--- src/rtl/eebr_pkg.sv ---
package eebr_pkg;
  localparam int BYTE_W = 8;
  localparam int ADDR_W = 16;
  localparam logic [BYTE_W-1:0] CMD_READ = 8'h03;

  typedef enum logic { DIR_OUT = 1'b0, DIR_IN = 1'b1 } dir_t;

  typedef enum logic [3:0] {
    ST_IDLE, ST_EN_HI, ST_EN_LO, ST_CMD, ST_ADH, ST_ADL,
    ST_RD, ST_HOLD, ST_DIS_LO, ST_DIS_HI
  } state_t;
endpackage

--- src/rtl/eebr_pacer.sv ---
module eebr_pacer #(
  parameter int DIV = 4
) (
  input  logic clk,
  input  logic rst_n,
  input  logic clr_i,
  input  logic run_i,
  output logic tick_o
);
  localparam int CW = $clog2(DIV + 1);
  logic [CW-1:0] cnt_q;
  logic at_end;

  assign at_end = (cnt_q == CW'(DIV - 1));
  assign tick_o = run_i && !clr_i && at_end;

  always_ff @(posedge clk or negedge rst_n) begin
    if (!rst_n) cnt_q <= '0;
    else if (clr_i || !run_i || at_end) cnt_q <= '0;
    else cnt_q <= cnt_q + 1'b1;
  end

  // ticks never arrive back to back unless DIV is 1
  generate
    if (DIV > 1) begin : g_gap
      assert_tick_gap_R8: assert property (@(posedge clk) disable iff (!rst_n)
        tick_o |=> !tick_o);
    end
  endgenerate
endmodule

--- src/rtl/eebr_shifter.sv ---
module eebr_shifter import eebr_pkg::*; (
  input  logic              clk,
  input  logic              rst_n,
  input  logic              tick_i,
  input  logic              go_i,
  input  dir_t              dir_i,
  input  logic [BYTE_W-1:0] byte_i,
  input  logic              miso_i,
  output logic              sck_o,
  output logic              mosi_o,
  output logic [BYTE_W-1:0] byte_o,
  output logic              done_o
);
  localparam int BCW = $clog2(BYTE_W);

  logic              act_q;
  dir_t              dir_q;
  logic [BCW-1:0]    bit_q;
  logic [1:0]        ph_q;
  logic [BYTE_W-1:0] sr_q;
  logic              sck_q, mosi_q;
  logic              step;

  assign step   = act_q && tick_i;
  assign done_o = step && (ph_q == 2'd2) && (bit_q == BCW'(BYTE_W - 1));
  assign sck_o  = sck_q;
  assign mosi_o = mosi_q;
  assign byte_o = sr_q;

  always_ff @(posedge clk or negedge rst_n) begin
    if (!rst_n) begin
      act_q  <= 1'b0;
      dir_q  <= DIR_OUT;
      bit_q  <= '0;
      ph_q   <= '0;
      sr_q   <= '0;
      sck_q  <= 1'b0;
      mosi_q <= 1'b0;
    end else if (go_i) begin
      act_q <= 1'b1;
      dir_q <= dir_i;
      bit_q <= '0;
      ph_q  <= '0;
      sr_q  <= byte_i;
      sck_q <= 1'b0;
    end else if (step) begin
      unique case (ph_q)
        2'd0: begin
          if (dir_q == DIR_OUT) mosi_q <= sr_q[BYTE_W-1];
          else                  sck_q  <= 1'b1;
          ph_q <= 2'd1;
        end
        2'd1: begin
          if (dir_q == DIR_OUT) sck_q <= 1'b1;
          else                  sr_q  <= {sr_q[BYTE_W-2:0], miso_i};
          ph_q <= 2'd2;
        end
        default: begin
          sck_q <= 1'b0;
          ph_q  <= 2'd0;
          bit_q <= bit_q + 1'b1;
          if (dir_q == DIR_OUT) sr_q <= {sr_q[BYTE_W-2:0], 1'b0};
          if (bit_q == BCW'(BYTE_W - 1)) act_q <= 1'b0;
        end
      endcase
    end
  end

  assert_mosi_steady_R5: assert property (@(posedge clk) disable iff (!rst_n)
    sck_q |-> $stable(mosi_q));
  assert_sample_high_R6: assert property (@(posedge clk) disable iff (!rst_n)
    (step && dir_q == DIR_IN && ph_q == 2'd1) |-> sck_q);
  assert_clock_idle_R5: assert property (@(posedge clk) disable iff (!rst_n)
    !act_q |-> !sck_q);
endmodule

--- src/rtl/eeprom_burst_reader.sv ---
module eeprom_burst_reader import eebr_pkg::*; #(
  parameter int DIV    = 4,
  parameter int OFFS_W = 20,
  parameter int CNT_W  = 8
) (
  input  logic              clk,
  input  logic              rst_n,
  input  logic              start_i,
  input  logic [OFFS_W-1:0] offset_i,
  input  logic [CNT_W-1:0]  count_i,
  output logic              busy_o,
  output logic              done_o,
  output logic              err_o,
  output logic              rd_valid_o,
  output logic [BYTE_W-1:0] rd_data_o,
  input  logic              rd_ready_i,
  output logic              ee_sck_o,
  output logic              ee_mosi_o,
  input  logic              ee_miso_i,
  output logic              ee_acc_hi_o,
  output logic              ee_acc_lo_o
);
  localparam int SW = $clog2(DIV + 1);

  state_t            st_q;
  logic [ADDR_W-1:0] addr_q;
  logic [CNT_W-1:0]  left_q;
  logic              hi_q, lo_q, done_q, err_q, vld_q;
  logic [BYTE_W-1:0] dat_q;
  logic              tick, over, idle, take, reject;
  logic              sh_go, sh_done;
  dir_t              sh_dir;
  logic [BYTE_W-1:0] sh_byte, sh_rx;

  generate
    if (OFFS_W > ADDR_W) begin : g_wide
      assign over = |offset_i[OFFS_W-1:ADDR_W];
    end else begin : g_narrow
      assign over = 1'b0;
    end
  endgenerate

  assign idle   = (st_q == ST_IDLE);
  assign take   = start_i && idle && !over;
  assign reject = start_i && idle && over;

  eebr_pacer #(.DIV(DIV)) u_pacer (
    .clk(clk), .rst_n(rst_n), .clr_i(take), .run_i(!idle), .tick_o(tick)
  );

  eebr_shifter u_shift (
    .clk(clk), .rst_n(rst_n), .tick_i(tick), .go_i(sh_go), .dir_i(sh_dir),
    .byte_i(sh_byte), .miso_i(ee_miso_i), .sck_o(ee_sck_o), .mosi_o(ee_mosi_o),
    .byte_o(sh_rx), .done_o(sh_done)
  );

  always_comb begin
    sh_go   = 1'b0;
    sh_dir  = DIR_OUT;
    sh_byte = CMD_READ;
    unique case (st_q)
      ST_EN_LO: sh_go = tick;
      ST_CMD: begin
        sh_go   = sh_done;
        sh_byte = addr_q[ADDR_W-1 -: BYTE_W];
      end
      ST_ADH: begin
        sh_go   = sh_done;
        sh_byte = addr_q[BYTE_W-1:0];
      end
      ST_ADL: begin
        sh_go  = sh_done && (left_q != '0);
        sh_dir = DIR_IN;
      end
      ST_HOLD: begin
        sh_go  = tick && !vld_q && (left_q != '0);
        sh_dir = DIR_IN;
      end
      default: ;
    endcase
  end

  always_ff @(posedge clk or negedge rst_n) begin
    if (!rst_n) begin
      st_q   <= ST_IDLE;
      addr_q <= '0;
      left_q <= '0;
      hi_q   <= 1'b0;
      lo_q   <= 1'b1;
      done_q <= 1'b0;
      err_q  <= 1'b0;
      vld_q  <= 1'b0;
      dat_q  <= '0;
    end else begin
      done_q <= 1'b0;
      err_q  <= reject;
      if (vld_q && rd_ready_i) vld_q <= 1'b0;
      unique case (st_q)
        ST_IDLE: if (take) begin
          addr_q <= offset_i[ADDR_W-1:0];
          left_q <= count_i;
          st_q   <= ST_EN_HI;
        end
        ST_EN_HI: if (tick) begin
          hi_q <= 1'b1;
          st_q <= ST_EN_LO;
        end
        ST_EN_LO: if (tick) begin
          lo_q <= 1'b0;
          st_q <= ST_CMD;
        end
        ST_CMD: if (sh_done) st_q <= ST_ADH;
        ST_ADH: if (sh_done) st_q <= ST_ADL;
        ST_ADL: if (sh_done) st_q <= (left_q == '0) ? ST_DIS_LO : ST_RD;
        ST_RD: if (sh_done) begin
          dat_q  <= sh_rx;
          vld_q  <= 1'b1;
          left_q <= left_q - 1'b1;
          st_q   <= ST_HOLD;
        end
        ST_HOLD: if (tick && !vld_q) st_q <= (left_q == '0) ? ST_DIS_LO : ST_RD;
        ST_DIS_LO: if (tick) begin
          lo_q <= 1'b1;
          st_q <= ST_DIS_HI;
        end
        ST_DIS_HI: if (tick) begin
          hi_q   <= 1'b0;
          done_q <= 1'b1;
          st_q   <= ST_IDLE;
        end
        default: st_q <= ST_IDLE;
      endcase
    end
  end

  assign busy_o      = !idle;
  assign done_o      = done_q;
  assign err_o       = err_q;
  assign rd_valid_o  = vld_q;
  assign rd_data_o   = dat_q;
  assign ee_acc_hi_o = hi_q;
  assign ee_acc_lo_o = lo_q;

  // spacing monitor for R8
  logic [SW-1:0] since_q;
  logic          pv_sck, pv_mosi, pv_hi, pv_lo, chg;
  assign chg = (ee_sck_o != pv_sck) || (ee_mosi_o != pv_mosi) ||
               (hi_q != pv_hi) || (lo_q != pv_lo);
  always_ff @(posedge clk or negedge rst_n) begin
    if (!rst_n) begin
      since_q <= SW'(DIV);
      pv_sck  <= 1'b0;
      pv_mosi <= 1'b0;
      pv_hi   <= 1'b0;
      pv_lo   <= 1'b1;
    end else begin
      pv_sck  <= ee_sck_o;
      pv_mosi <= ee_mosi_o;
      pv_hi   <= hi_q;
      pv_lo   <= lo_q;
      if (chg) since_q <= '0;
      else if (since_q < SW'(DIV)) since_q <= since_q + 1'b1;
    end
  end

  assert_bus_spacing_R8: assert property (@(posedge clk) disable iff (!rst_n)
    chg |-> (since_q >= SW'(DIV - 1)));
  assert_enable_hi_first_R2: assert property (@(posedge clk) disable iff (!rst_n)
    $rose(hi_q) |-> lo_q);
  assert_enable_lo_second_R2: assert property (@(posedge clk) disable iff (!rst_n)
    $fell(lo_q) |-> (hi_q && $past(hi_q)));
  assert_disable_lo_first_R3: assert property (@(posedge clk) disable iff (!rst_n)
    $rose(lo_q) |-> hi_q);
  assert_disable_hi_second_R3: assert property (@(posedge clk) disable iff (!rst_n)
    $fell(hi_q) |-> (lo_q && $past(lo_q) && done_q));
  assert_done_single_R3: assert property (@(posedge clk) disable iff (!rst_n)
    done_q |=> !done_q);
  assert_sck_selected_R4: assert property (@(posedge clk) disable iff (!rst_n)
    ee_sck_o |-> (hi_q && !lo_q));
  assert_reject_quiet_R7: assert property (@(posedge clk) disable iff (!rst_n)
    err_q |-> (!busy_o && !hi_q && lo_q));
  assert_hold_stream_R10: assert property (@(posedge clk) disable iff (!rst_n)
    (vld_q && !rd_ready_i) |=> (vld_q && $stable(dat_q)));
  assert_park_clock_R10: assert property (@(posedge clk) disable iff (!rst_n)
    vld_q |-> !ee_sck_o);
endmodule

--- config.mk ---
export PLATFORM = sky130hd
export DESIGN_NAME = eeprom_burst_reader
export DESIGN_NICKNAME = d
export VERILOG_FILES = /design/src/rtl/eebr_pkg.sv /design/src/rtl/eebr_pacer.sv /design/src/rtl/eebr_shifter.sv /design/src/rtl/eeprom_burst_reader.sv
export SDC_FILE = /design/constraint.sdc
export NUM_CORES = 1
export LEC_CHECK = 0
export BUFFER_PORTS_ARGS = -buffer_cell sky130_fd_sc_hd__buf_2
export CAP_MARGIN = 20
export CORE_ASPECT_RATIO = 1.5
export CORE_UTILIZATION = 40
export DETAILED_ROUTE_END_ITERATION = 6
export MAX_ROUTING_LAYER = met4
export PLACE_DENSITY = 0.57
export SLEW_MARGIN = 20
export SYNTH_ARGS = -nofsm -noshare
export SYNTH_HDL_FRONTEND = slang
export SYNTH_SLANG_ARGS = --single-unit
--- constraint.sdc ---
create_clock -name clk -period 3.15 [get_ports clk]
set_input_delay 0.315 -clock clk [delete_from_list [all_inputs] [get_ports clk]]
set_output_delay 0.315 -clock clk [all_outputs]
set_load 0.02 [all_outputs]
==> flow_metrics.tcl <==
set metrics [dict create \
    hold_viol_final 3 \
    die_w_um 74.2 \
    violations "hold timing" \
    grt_pass1_vias 2428 \
    p_sw_uw 362 \
    instances_no_fill 479 \
    port_buffers 48 \
    fin_skew_ns 0.00686 \
    drc 0 \
    clock_path_buffers 2 \
    final_nets 411 \
    p_comb_share_pct 2.2 \
    track_usage_pct 19.1 \
    dp_cells 463 \
    fin_crit_sh_pct 81.5 \
    fin_crit_ns 2.57 \
    cts_max_level 3 \
    vias 2430 \
    clk_latency_ns 0.32 \
    final_common_cell "nand2_1" \
    power.leakage_nw 1.84 \
    routedWlPerCell_um 14.0 \
    postSynthCellCount 324 \
    synth.avg_cell_area_sq_um 9.66 \
    final.fill_count 780 \
    p_clk_share_pct 51.9 \
    endpoint_kind "flip-flop" \
    power-per-cell-area_mw_per_mm2 458 \
    layout_common_cells "nand2_1 (69), dfrtp_1 (60), buf_2 (47)" \
    yosysTopAreaCellShare_pct 48.0 \
    synth_area_leaders "dfrtp_1 (48%), nand2_1 (8.3%), mux2_2 (7.6%), nor2_1 (3.0%), a21oi_1 (2.7%)" \
    cts_resized 0 \
    synth_cell_types 52 \
    cpMaxStageDelayCell "dfrtp_1" \
    wl_mm 6.69 \
    post-synth-top-area-cell "dfrtp_1" \
    tns_ns 0 \
    diodes 0 \
    yosysWarnings 0 \
    dieArea_sq_mm 0.00819 \
    die_y_um 110 \
    cts_buffers 9 \
    outcome "complete, but fails checks" \
    clk_pin_slew_worst_paths_ns 0.05 \
    cp_max_fo 18 \
    p_sw_share_pct 21.1 \
    critPathRequiredTime_ns 3.39 \
    r2r_slack_ns 0.58 \
    synth_edf_count 0 \
    async_flop_share_pct 100 \
    gp_congestion 0.830 \
    clkSinkCount 61 \
    core_area_sq_mm 0.00761 \
    hold_ws_ns -0.00433 \
    io_pins 49 \
    via_per_inst 5.07 \
    finalSetupViolCount 0 \
    p_int_mw 1.35 \
    cts_tree "done" \
    cp_slowest_stage_delay_ns 0.58 \
    layout-drive-gt1-share_pct 27.9 \
    rsz0062_at_grt "false" \
    cts_hold_buf 0 \
    grt_max_degree 48 \
    worstSetupStartpointType "flip-flop" \
    synth-seq-area-share_pct 48.8 \
    drv_slew 0 \
    crit_chain "nor4_4, nor4_1, o221a_1, nand2b_1, buf_4, nor3b_1" \
    drt_iter0_markers 90 \
    tightestPinTransition_ns 0.810 \
    ys_ff_latch 61 \
    ant_nets 0 \
    rows 39 \
    antenna_found_initial 0 \
    grt-ovfl-total 0 \
    seq_power_share_pct 45.8 \
    syn_to_final_growth_pct 19.5 \
    slew-limit-headroom_pct 45.9 \
    dpl.hpwl_mm 4.81 \
    r2r_cells 6 \
    r2r_end "u_shift.sck_o" \
    cts_root_buf "clkbuf_16" \
    syn_area_sq_mm 0.00313 \
    timing.final.ws_setup_ns 0.582 \
    fmax_mhz 389 \
    r2r-start "st_q[2]" \
    ys.flop_type "dfrtp_1" \
    crit_arrival_ns 2.80 \
    dr.pass1.iters 4 \
    initial_core_util_pct 41.1 \
    dpl_worst_slack_ns 0.581 \
    ir_drop_uv 318 \
    post_cts_buffers 0 \
    path_class "flip-flop to flip-flop" \
    grt_pass1_wl_mm 11.4 \
    synth_fp_nets 363 \
    hp-class "input pin to async pin" \
    cap_viol_max_count 0 \
]
==> through the flow <==
stage / hold WS [ns] / cell area, sq um / total power, mW / utilization (%)
6_report: -0.00433 / 3740 / 1.71 / 49.1
5_1_grt: 0.0445 / 3740 / 1.78 / 49.1
4_1_cts: 0.162 / 3740 / 1.74 / 49.1
3_5_place_dp: 0.440 / 3460 / 0.838 / 45.4
3_3_place_gp: 0.427 / 3460 / 0.837 / 45.4
2_1_floorplan: 0.0194 / 3130 / 0.800 / -
==> routing by layer <==
layer  part of all wire, %  track usage [%]  up-vias
met5                     0                -        -
met4                   1.7             9.03        0
met3                   3.4             3.73       11
met2                    48             29.6       48
met1                    47             24.0     1140
li1                      -                -     1231
==> kinds of logic (layout without fill, tap and decap cells) <==
group                      count (synthesis)  in the layout  synth area share, %
muxes                                     25             25                 9.00
AOI/OAI and AO/OA                         62             62                 13.0
xor gates and xnor gates                   3              3                0.840
adders and majority gates                  6              6                 2.40
buffers and inverters                     27             80                 4.24
DFF                                       61             61                 48.8
and+or+nand+nor                          140            140                 21.7
==> flip-flops by register name, indices dropped and copies added, names as in the netlist <==
signal	flops
u_shift.ph_q	2
u_shift.mosi_o	1
rd_valid_o	1
rd_data_o	8
u_shift.sck_o	1
ee_acc_lo_o	1
u_shift.bit_q	3
done_o	1
err_o	1
u_shift.dir_q	1
left_q	8
u_shift.byte_o	8
u_pacer.cnt_q	3
u_shift.act_q	1
ee_acc_hi_o	1
addr_q	16
st_q	4
==> worst max path at each step <==
stage                     endpoint  slack (ns)              from
floorplan           u_shift.mosi_o        0.98  u_pacer.cnt_q[0]
global placement     u_shift.sck_o        0.65           st_q[2]
detailed placement   u_shift.sck_o        0.58           st_q[2]
CTS                  u_shift.sck_o        0.59           st_q[2]
global route         u_shift.sck_o        0.34           st_q[2]
finish               u_shift.sck_o        0.58           st_q[2]
==> cells in the mapped netlist (all sizes together) (4+ instances only) <==
master  instances
a21oi          17
o21ai          16
a22oi           6
nor2           25
inv             7
mux2           22
nand2          70
buf            12
ha              6
nor3            5
nand3           7
nor3b           4
dfrtp          60
clkbuf          8
==> power groups by stage <==
stage / combinational, mW / clock (mW) / sequential (mW)
after floorplan: 0.00235 / 0 / 0.798
after global placement: 0.0391 / 0 / 0.798
after detailed placement: 0.0397 / 0 / 0.798
after CTS: 0.0399 / 0.911 / 0.784
after global routing: 0.0446 / 0.947 / 0.784
final: 0.0384 / 0.889 / 0.785
==> area by class of cell <==
cell class                      instances  area [sq um]  area share (%)
Tap cell                              102           128            3.41
Clock buffer                           10           239            6.39
Inverter                                7          26.3           0.703
Clock inverter                          6          38.8            1.04
Multi-Input combinational cell        236          1470            39.3
Timing Repair Buffer                   57           310            8.30
Sequential cell                        61          1530            40.9
==> critical path: cells and delay by family (launching register included) <==
kind,cells,cell delay [ns]
flip-flops,1,0.58
AND/OR/NAND/NOR,4,1.29
buffers and inverters,1,0.29
AO/OA/AOI/OAI,1,0.32
(Power assumes the default switching activity.)
